**src/rtl/rlp_pkg.sv**
```systemverilog
package rlp_pkg;
    localparam int WORD_W             = 16;
    localparam int TS_W               = 16;
    localparam int EVENTS_PER_CLUSTER = 7;
    localparam int LEFT_W             = $clog2(EVENTS_PER_CLUSTER + 1);
    typedef logic [WORD_W-1:0] word_t;
endpackage

```
**src/rtl/rlp_stamp_gen.sv**
```systemverilog
// Tick timestamp plus a counter of ticks since the last cluster opened.
module rlp_stamp_gen
    import rlp_pkg::*;
#(
    parameter int GAP_TICKS = 1 << TS_W
) (
    input  logic            clk,
    input  logic            rst_n,
    input  logic            tick,
    input  logic            opened,
    output logic [TS_W-1:0] ts,
    output logic            force_open
);
    localparam int GW = $clog2(GAP_TICKS);

    logic [TS_W-1:0] ts_d, ts_q;
    logic [GW-1:0]   gap_d, gap_q;

    always_comb begin
        ts_d  = ts_q;
        gap_d = gap_q;
        if (tick) begin
            ts_d  = ts_q + 1'b1;
            gap_d = opened ? '0 : gap_q + 1'b1;
        end
    end

    always_ff @(posedge clk) begin
        if (!rst_n) begin
            ts_q  <= '0;
            gap_q <= '0;
        end else begin
            ts_q  <= ts_d;
            gap_q <= gap_d;
        end
    end

    assign ts         = ts_q;
    assign force_open = (gap_q == GW'(GAP_TICKS - 1));
endmodule

```
**src/rtl/rlp_addr_gen.sv**
```systemverilog
// Next-free word address with natural wrap and a sticky wrap flag.
module rlp_addr_gen #(
    parameter int ADDR_W = 24
) (
    input  logic              clk,
    input  logic              rst_n,
    input  logic              advance,
    output logic [ADDR_W-1:0] next_addr,
    output logic              wrapped
);
    logic [ADDR_W-1:0] next_d, next_q;
    logic              wrap_d, wrap_q;

    always_comb begin
        next_d = next_q;
        wrap_d = wrap_q;
        if (advance) begin
            next_d = next_q + 1'b1;
            if (next_q == '1) wrap_d = 1'b1;
        end
    end

    always_ff @(posedge clk) begin
        if (!rst_n) begin
            next_q <= '0;
            wrap_q <= 1'b0;
        end else begin
            next_q <= next_d;
            wrap_q <= wrap_d;
        end
    end

    assign next_addr = next_q;
    assign wrapped   = wrap_q;
endmodule

```
**src/rtl/rle_cluster_packer.sv**
```systemverilog
module rle_cluster_packer
    import rlp_pkg::*;
#(
    parameter int ROW_BITS  = 15,
    parameter int COL_BITS  = 9,
    parameter int GAP_TICKS = 1 << TS_W,
    localparam int ADDR_W   = ROW_BITS + COL_BITS
) (
    input  logic              clk,
    input  logic              rst_n,
    input  logic              smp_tick,
    input  logic [WORD_W-1:0] smp_data,
    output logic              mem_we,
    output logic [ADDR_W-1:0] mem_addr,
    output logic [WORD_W-1:0] mem_wdata,
    output logic [ADDR_W-1:0] stop_pos,
    output logic              wrap_seen
);
    typedef struct packed {
        logic [LEFT_W-1:0] left;   // sample words still owed to the open cluster
        logic              pend;   // first sample word goes out this clock
        word_t             hold;   // opening tick's sample
        word_t             prev;   // previous tick's sample
        logic              we;
        word_t             wdata;
        logic [ADDR_W-1:0] waddr;
    } state_t;

    state_t            s_d, s_q;
    logic [TS_W-1:0]   ts_now;
    logic              force_open;
    logic              open_now;
    logic              wr_now;
    logic [ADDR_W-1:0] next_addr;

    rlp_stamp_gen #(.GAP_TICKS(GAP_TICKS)) u_stamp (
        .clk        (clk),
        .rst_n      (rst_n),
        .tick       (smp_tick),
        .opened     (open_now),
        .ts         (ts_now),
        .force_open (force_open)
    );

    rlp_addr_gen #(.ADDR_W(ADDR_W)) u_addr (
        .clk       (clk),
        .rst_n     (rst_n),
        .advance   (wr_now),
        .next_addr (next_addr),
        .wrapped   (wrap_seen)
    );

    always_comb begin
        s_d      = s_q;
        s_d.we   = 1'b0;
        open_now = 1'b0;
        if (s_q.pend) begin
            s_d.we    = 1'b1;
            s_d.wdata = s_q.hold;
            s_d.pend  = 1'b0;
        end else if (smp_tick) begin
            s_d.prev = smp_data;
            if (s_q.left != '0) begin
                s_d.we    = 1'b1;
                s_d.wdata = smp_data;
                s_d.left  = s_q.left - 1'b1;
            end else if ((smp_data != s_q.prev) || force_open) begin
                open_now  = 1'b1;
                s_d.we    = 1'b1;
                s_d.wdata = word_t'(ts_now);
                s_d.hold  = smp_data;
                s_d.pend  = 1'b1;
                s_d.left  = LEFT_W'(EVENTS_PER_CLUSTER - 1);
            end
        end
        if (s_d.we) s_d.waddr = next_addr;
        wr_now = s_d.we;
    end

    always_ff @(posedge clk) begin
        if (!rst_n) s_q <= '0;
        else        s_q <= s_d;
    end

    assign mem_we    = s_q.we;
    assign mem_addr  = s_q.waddr;
    assign mem_wdata = s_q.wdata;
    assign stop_pos  = next_addr;
endmodule

```
**config.mk**
```make
export PLATFORM = sky130hd
export DESIGN_NAME = rle_cluster_packer
export DESIGN_NICKNAME = d
export VERILOG_FILES = /design/src/rtl/rlp_pkg.sv /design/src/rtl/rlp_stamp_gen.sv /design/src/rtl/rlp_addr_gen.sv /design/src/rtl/rle_cluster_packer.sv
export SDC_FILE = /design/constraint.sdc
export NUM_CORES = 1
export LEC_CHECK = 0
export ABC_AREA = 1
export BUFFER_PORTS_ARGS = -buffer_cell sky130_fd_sc_hd__buf_4
export CAP_MARGIN = 30
export CELL_PAD_IN_SITES_DETAIL_PLACEMENT = 1
export CELL_PAD_IN_SITES_GLOBAL_PLACEMENT = 1
export CORE_MARGIN = 4
export CORE_UTILIZATION = 35
export DETAILED_ROUTE_END_ITERATION = 10
export PLACE_DENSITY = 0.65
export SLEW_MARGIN = 25
export SYNTH_ARGS = -nofsm -noshare
export SYNTH_HDL_FRONTEND = slang
export SYNTH_SLANG_ARGS = --single-unit
```
**constraint.sdc**
```tcl
create_clock -name clk -period 2.2 [get_ports clk]
set_clock_uncertainty 0.05 [all_clocks]
set_input_delay 0.66 -clock clk [delete_from_list [all_inputs] [get_ports clk]]
set_output_delay 0.66 -clock clk [all_outputs]
set_load 0.1 [all_outputs]
```
---- Yosys cells after proc, flatten, opt, wreduce, memory -nomap -nowiden ----
Cells that the tools add are included.
cells by class
  bitwise logic cells ..................... 4
  reduce and logical (&&, ||, !) cells .... 11
  mux-type cells .......................... 11
  multiply operators ...................... 0
  equality and inequality tests ........... 3
  order comparisons ....................... 0
  shifts and indexed selects .............. 0
  add/sub/neg operators ................... 4
  div/mod/pow operators ................... 0
operators with widths
  kind                                              number
  2-to-1 mux 17 bit                                 4
  adder 16 x 1 -> 16 bit, second input constant     2
  adder 24 x 1 -> 24 bit, second input constant     1
  == test 24 bit, second input constant             1
  2-to-1 mux 20 bit                                 1
  == test 16 bit, second input constant             1
  2-to-1 mux 16 bit                                 1
  != test 16 bit                                    1
  AND reduction 2 bit                               3
  nonzero test 3 bit                                2
  2-to-1 mux 1 bit                                  4
  NOT 1 bit                                         4
  AND reduction 4 bit                               1
  nonzero test 2 bit                                2
  OR reduction 4 bit                                1
  2-to-1 mux 3 bit                                  1
  AND reduction 3 bit                               1
  subtractor 3 x 1 -> 3 bit, second input constant  1
  logical OR 1 bit                                  1
storage, ports and cells
  memories ................................ 0
  bits in latches ......................... 0
  ROM bits ................................ 0
  register bits after elaboration ......... 134
  RAM bits ................................ 0
  input port bits ......................... 19
  output and inout port bits .............. 66
  logic and storage cells ................. 44

---- Depth between registers and ports, before layout ----
  word-level depth ........................ 7
  mapped depth ............................ 13
  gate-level depth less buffers ........... 12

---- By module ----
From an unflattened synthesis, not the netlist that was laid out.
second synthesis, totals
  cell total of the unflattened synthesis .. 1000
  area, all modules ....................... 6811.5 µm²
by module, submodules not included
  module              seq. area each (µm²)  area an instance (µm²)  cells each  instances
  rle_cluster_packer  1541.5                3961.3                  578         1
  rlp_stamp_gen       640.6                 1635.3                  238         1
  rlp_addr_gen        500.5                 1214.9                  184         1

---- Worst setup path after synthesis ----
No wires, ideal clock.
  path kind ............................... reg-to-reg
  start ................................... register u_addr.next_q[0], in the netlist u_addr.next_addr[0]
  end ..................................... register u_addr.next_q[10], in the netlist u_addr.next_addr[10]
  path buffers ............................ 0
  arrival ................................. 2.317 ns
  clock period less this slack ............ 2.438 ns
  setup slack ............................. -0.238 ns
  cell stages (with the launch flop) ...... 9
  setup time .............................. 0.070 ns
  data required time ...................... 2.080 ns
  cell sequence ........................... dfxtp_1 > ha_1 > nand2_1 > nor2_1 > nand2_1 > nor2_1 > xor2_1 > nand3_1 > a21oi_1
on the way
  word-level cells in the longest chain between the ends .. 1
ends and longest elaborated chain
  what                      line                RTL
  start: declaration        rlp_addr_gen.sv:11  logic [ADDR_W-1:0] next_d, next_q;
  start signal: assignment  rlp_addr_gen.sv:28  next_q <= next_d;
  adder 24 x 1 -> 24 bit    rlp_addr_gen.sv:18  next_d = next_q + 1'b1;
No other way between the ends.
A chain may end at the register's enable or synchronous reset.

---- Worst setup path after layout ----
  start ................................... register u_stamp.gap_q[0]
  end ..................................... register s_q (netlist bit mem_addr[0])
on the way
  word-level cells in the longest chain between the ends .. 6
ends and longest elaborated chain
  what                      line                      RTL
  start: declaration        rlp_stamp_gen.sv:17       logic [GW-1:0] gap_d, gap_q;
  start signal: assignment  rlp_stamp_gen.sv:34       gap_q <= gap_d;
  == test 16 bit            rlp_stamp_gen.sv:39       assign force_open = (gap_q == GW'(GAP_TICKS - 1));
  logical OR 1 bit          rle_cluster_packer.sv:67  end else if ((smp_data != s_q.prev) || force_open) begin
  2-to-1 mux 17 bit         rle_cluster_packer.sv:67
  2-to-1 mux 17 bit         rle_cluster_packer.sv:63  if (s_q.left != '0) begin
  2-to-1 mux 17 bit         rle_cluster_packer.sv:61  end else if (smp_tick) begin
  2-to-1 mux 17 bit         rle_cluster_packer.sv:57  if (s_q.pend) begin
  end signal: assignment    rle_cluster_packer.sv:81  if (!rst_n) s_q <= '0;
  end signal: assignment    rle_cluster_packer.sv:82  else s_q <= s_d;
  end: declaration          rle_cluster_packer.sv:29  state_t s_d, s_q;
No other way between the ends. The select of a mux whose other input is x is not followed.

==> metrics <==
status complete, no violations; number of distinct library cells after synthesis 36; startpoint types register; 1st-pass router iterations 4; Buf+Inv Stages, Crit Path 1; TritonCTS buffer count 17; Ys Warns 0; DRT iter0 DRCs 247; mux cell area share after synthesis 0; Critical Path AT 2.25 ns; setup bufs post-CTS 0; Leak 0.00359 uW; Final Hold Fails 0; WL/cell approximately 15 um; Sink Count 134; Final Cell Area approximately 0.0084 mm2; Synth Area in Adders 0.00902; core area around 0.019 mm2; Skew-Pair Late Insertion Delay 0.42 ns; largest net degree at the start of global routing 56; Synth top area share 0.387; CP Max Fanout 49; CP max stage delay 0.37 ns; Tmin final 1.98 ns; P&R area growth vs syn 21.4%; Top Ports between 80 and 90; DP Wirelength 13900 um; class of the worst hold path reg2reg; # setup viols final 0; Die H 149 um; routed vias ~6500; Worst slew margin 0.738; largest family of logic cells by synthesized area simple AND/OR/NAND/NOR gates; Crit Path Category reg2reg; most frequent cells in the layout nand2_1, dfxtp_1, buf_4, nor2_1, nand3_1; Post-Syn Area about 0.0069 mm2; CTS root buf clkbuf_16; Fmax between 500 and 600 MHz; global-route wire length before repair 32500 um; Worst path top cell family by delay simple AND/OR/NAND/NOR gates; post-synthesis simple-gate area fraction 0.338; DRC Markers 0; smallest hold slack 0.400 ns; Post-DRT Antenna Nets 0; Die ar. roughly 0.022 mm2; CTS tree built; XOR/XNOR Fraction of Synth Area 0.0417; part of the cycle the worst path needs 0.901; FP Rows 51; cts hold-fix bufs 0; Synth Area in Compound Gates 0.0997; Avg Cell Area, Syn 6.88 um2; Bufs on Longest Clock Path 2; worst-path cell chain ha_1, nand2_1, nor3_1, nand2_1, nand3_1, nor2_2, nand2_4, buf_6, nand3_1, nand2_1, nor2_1; Worst-path clk slew 0.06 ns; final wirelength 19700 um; Synth Instances 1009; Crit path required time 2.46 ns; Max Cap Viol 0; Vias/cell about 4.8; Yosys top cell by area dfxtp_1; routability congestion estimate 0.819; Die Wd 149 um; placed cell area about 0.0078 mm2; RSZ-0062 raised after global routing no; GRT overflow 0; ranking of synthesized cells by area dfxtp_1, nand2_1, nand3_1; worst vdd ir 0.532 mV; antenna violations before repair 0; share of cells above drive strength 1 0.178; H-tree depth 4; ANT cells 0; nets approximately 1100; Crit. End Element register; commonest non-fill, non-tap cell in the layout nand2_1; reg2reg setup slack 0.22 ns; total global-route track usage 0.182; vias in the first global route approximately 6500; power per cell area 788 mW/mm2; Crit-path slowest cell dfxtp_1; Worst Tran Pin Value a little under 0.4 ns; post-synthesis sequential area ratio 0.387; Port Buffer Count 84; Initial Utilization 0.356; syn nets between 1000 and 1500; #FFs+latches synth 134; quantity of gates resized following cts 0; Final Max Slew Viols 0; Most common cell on crit path nand2_1
==> area by class of cell <==
| type | instances | area, um2 |
|---|---|---|
| well taps | 265 | 332 |
| clock buffers | 23 | 488 |
| multi-input cells | 702 | 3390 |
| fillers | 2500 | 11000 |
| flip-flops and latches | 134 | 2690 |
| repair buffers | 128 | 1060 |
| inverters | 90 | 340 |
| clock inverters | 9 | 123 |
==> logic make-up (layout without fill, tap and decap cells) <==
| kind of cell | after synthesis | after routing |
|---|---|---|
| adder cells (fa/ha/maj) | 5 | 5 |
| buffers and inverters | 173 | 250 |
| flip-flops | 134 | 134 |
| AND/OR/NAND/NOR | 535 | 535 |
| XOR/XNOR | 33 | 33 |
| AO/OA/AOI/OAI | 129 | 129 |
==> where the power goes <==
group,leakage (uW),internal [uW],switching (uW)
Sequential,0.00109,2540,76.3
Clock,0.000303,1890,1070
Combinational,0.00220,320,743
Total,0.00359,4750,1890
==> worst paths after layout <==
path	from	endpoint	cells after the start
worst max-delay path	u_stamp.gap_q[0]	mem_addr[0]	11
worst min-delay path	u_addr.wrapped	u_addr.wrapped	2
worst max register to register	u_stamp.gap_q[0]	mem_addr[0]	11
worst min register to register	u_addr.wrapped	u_addr.wrapped	2
==> through the flow <==
step / TNS [ns] / util / setup slack, ns / instances / total power (uW)
global route: 0 / 0.433 / 0.0121 / 1351 / 6960
global placement: -5.32 / 0.401 / -0.127 / 1319 / 3730
CTS: 0 / 0.433 / 0.0514 / 1351 / 6730
detailed placement: -5.59 / 0.401 / -0.132 / 1319 / 3740
floorplan: 0 / - / 0.000875 / 1009 / 3450
finish: 0 / 0.433 / 0.217 / 1351 / 6640
==> sequential cells by signal, summed over array words and instances (netlist names) <==
register / flops
u_addr.wrapped: 1
mem_we: 1
u_stamp.gap_q: 16
mem_addr: 24
u_addr.next_addr: 24
s_q: 36
u_stamp.ts: 16
mem_wdata: 16
==> synth_stat cells, drive strengths merged <==
cell    count
xor2       22
nor4        1
or2         1
xnor2      11
nand3b      4
o22ai       3
a21oi      78
clkbuf     15
ha          5
nor2      125
nor3       19
o21a        3
nand4       9
nand2     271
buf        68
nor3b       4
a22oi      14
nand3     101
dfxtp     134
o21ai      31
inv        90
==> worst reg2reg max path: stages (launching register included) <==
cell and delay (ns):
dfxtp_1 0.37, ha_1 0.19, nand2_1 0.06, nor3_1 0.16, nand2_1 0.15, nand3_1 0.13
nor2_2 0.07, nand2_4 0.07, buf_6 0.33, nand3_1 0.16, nand2_1 0.10, nor2_1 0.04
==> metal layers <==
layer / GRT usage / wire length [um] / up-vias
met1: 0.228 / 9060 / 3039
met2: 0.316 / 9610 / 103
met4: 0.0604 / 397 / 0
met5: 0 / 0 / -
li1: - / - / 3315
met3: 0.0362 / 627 / 27
Power figures use the tool's default switching activity.
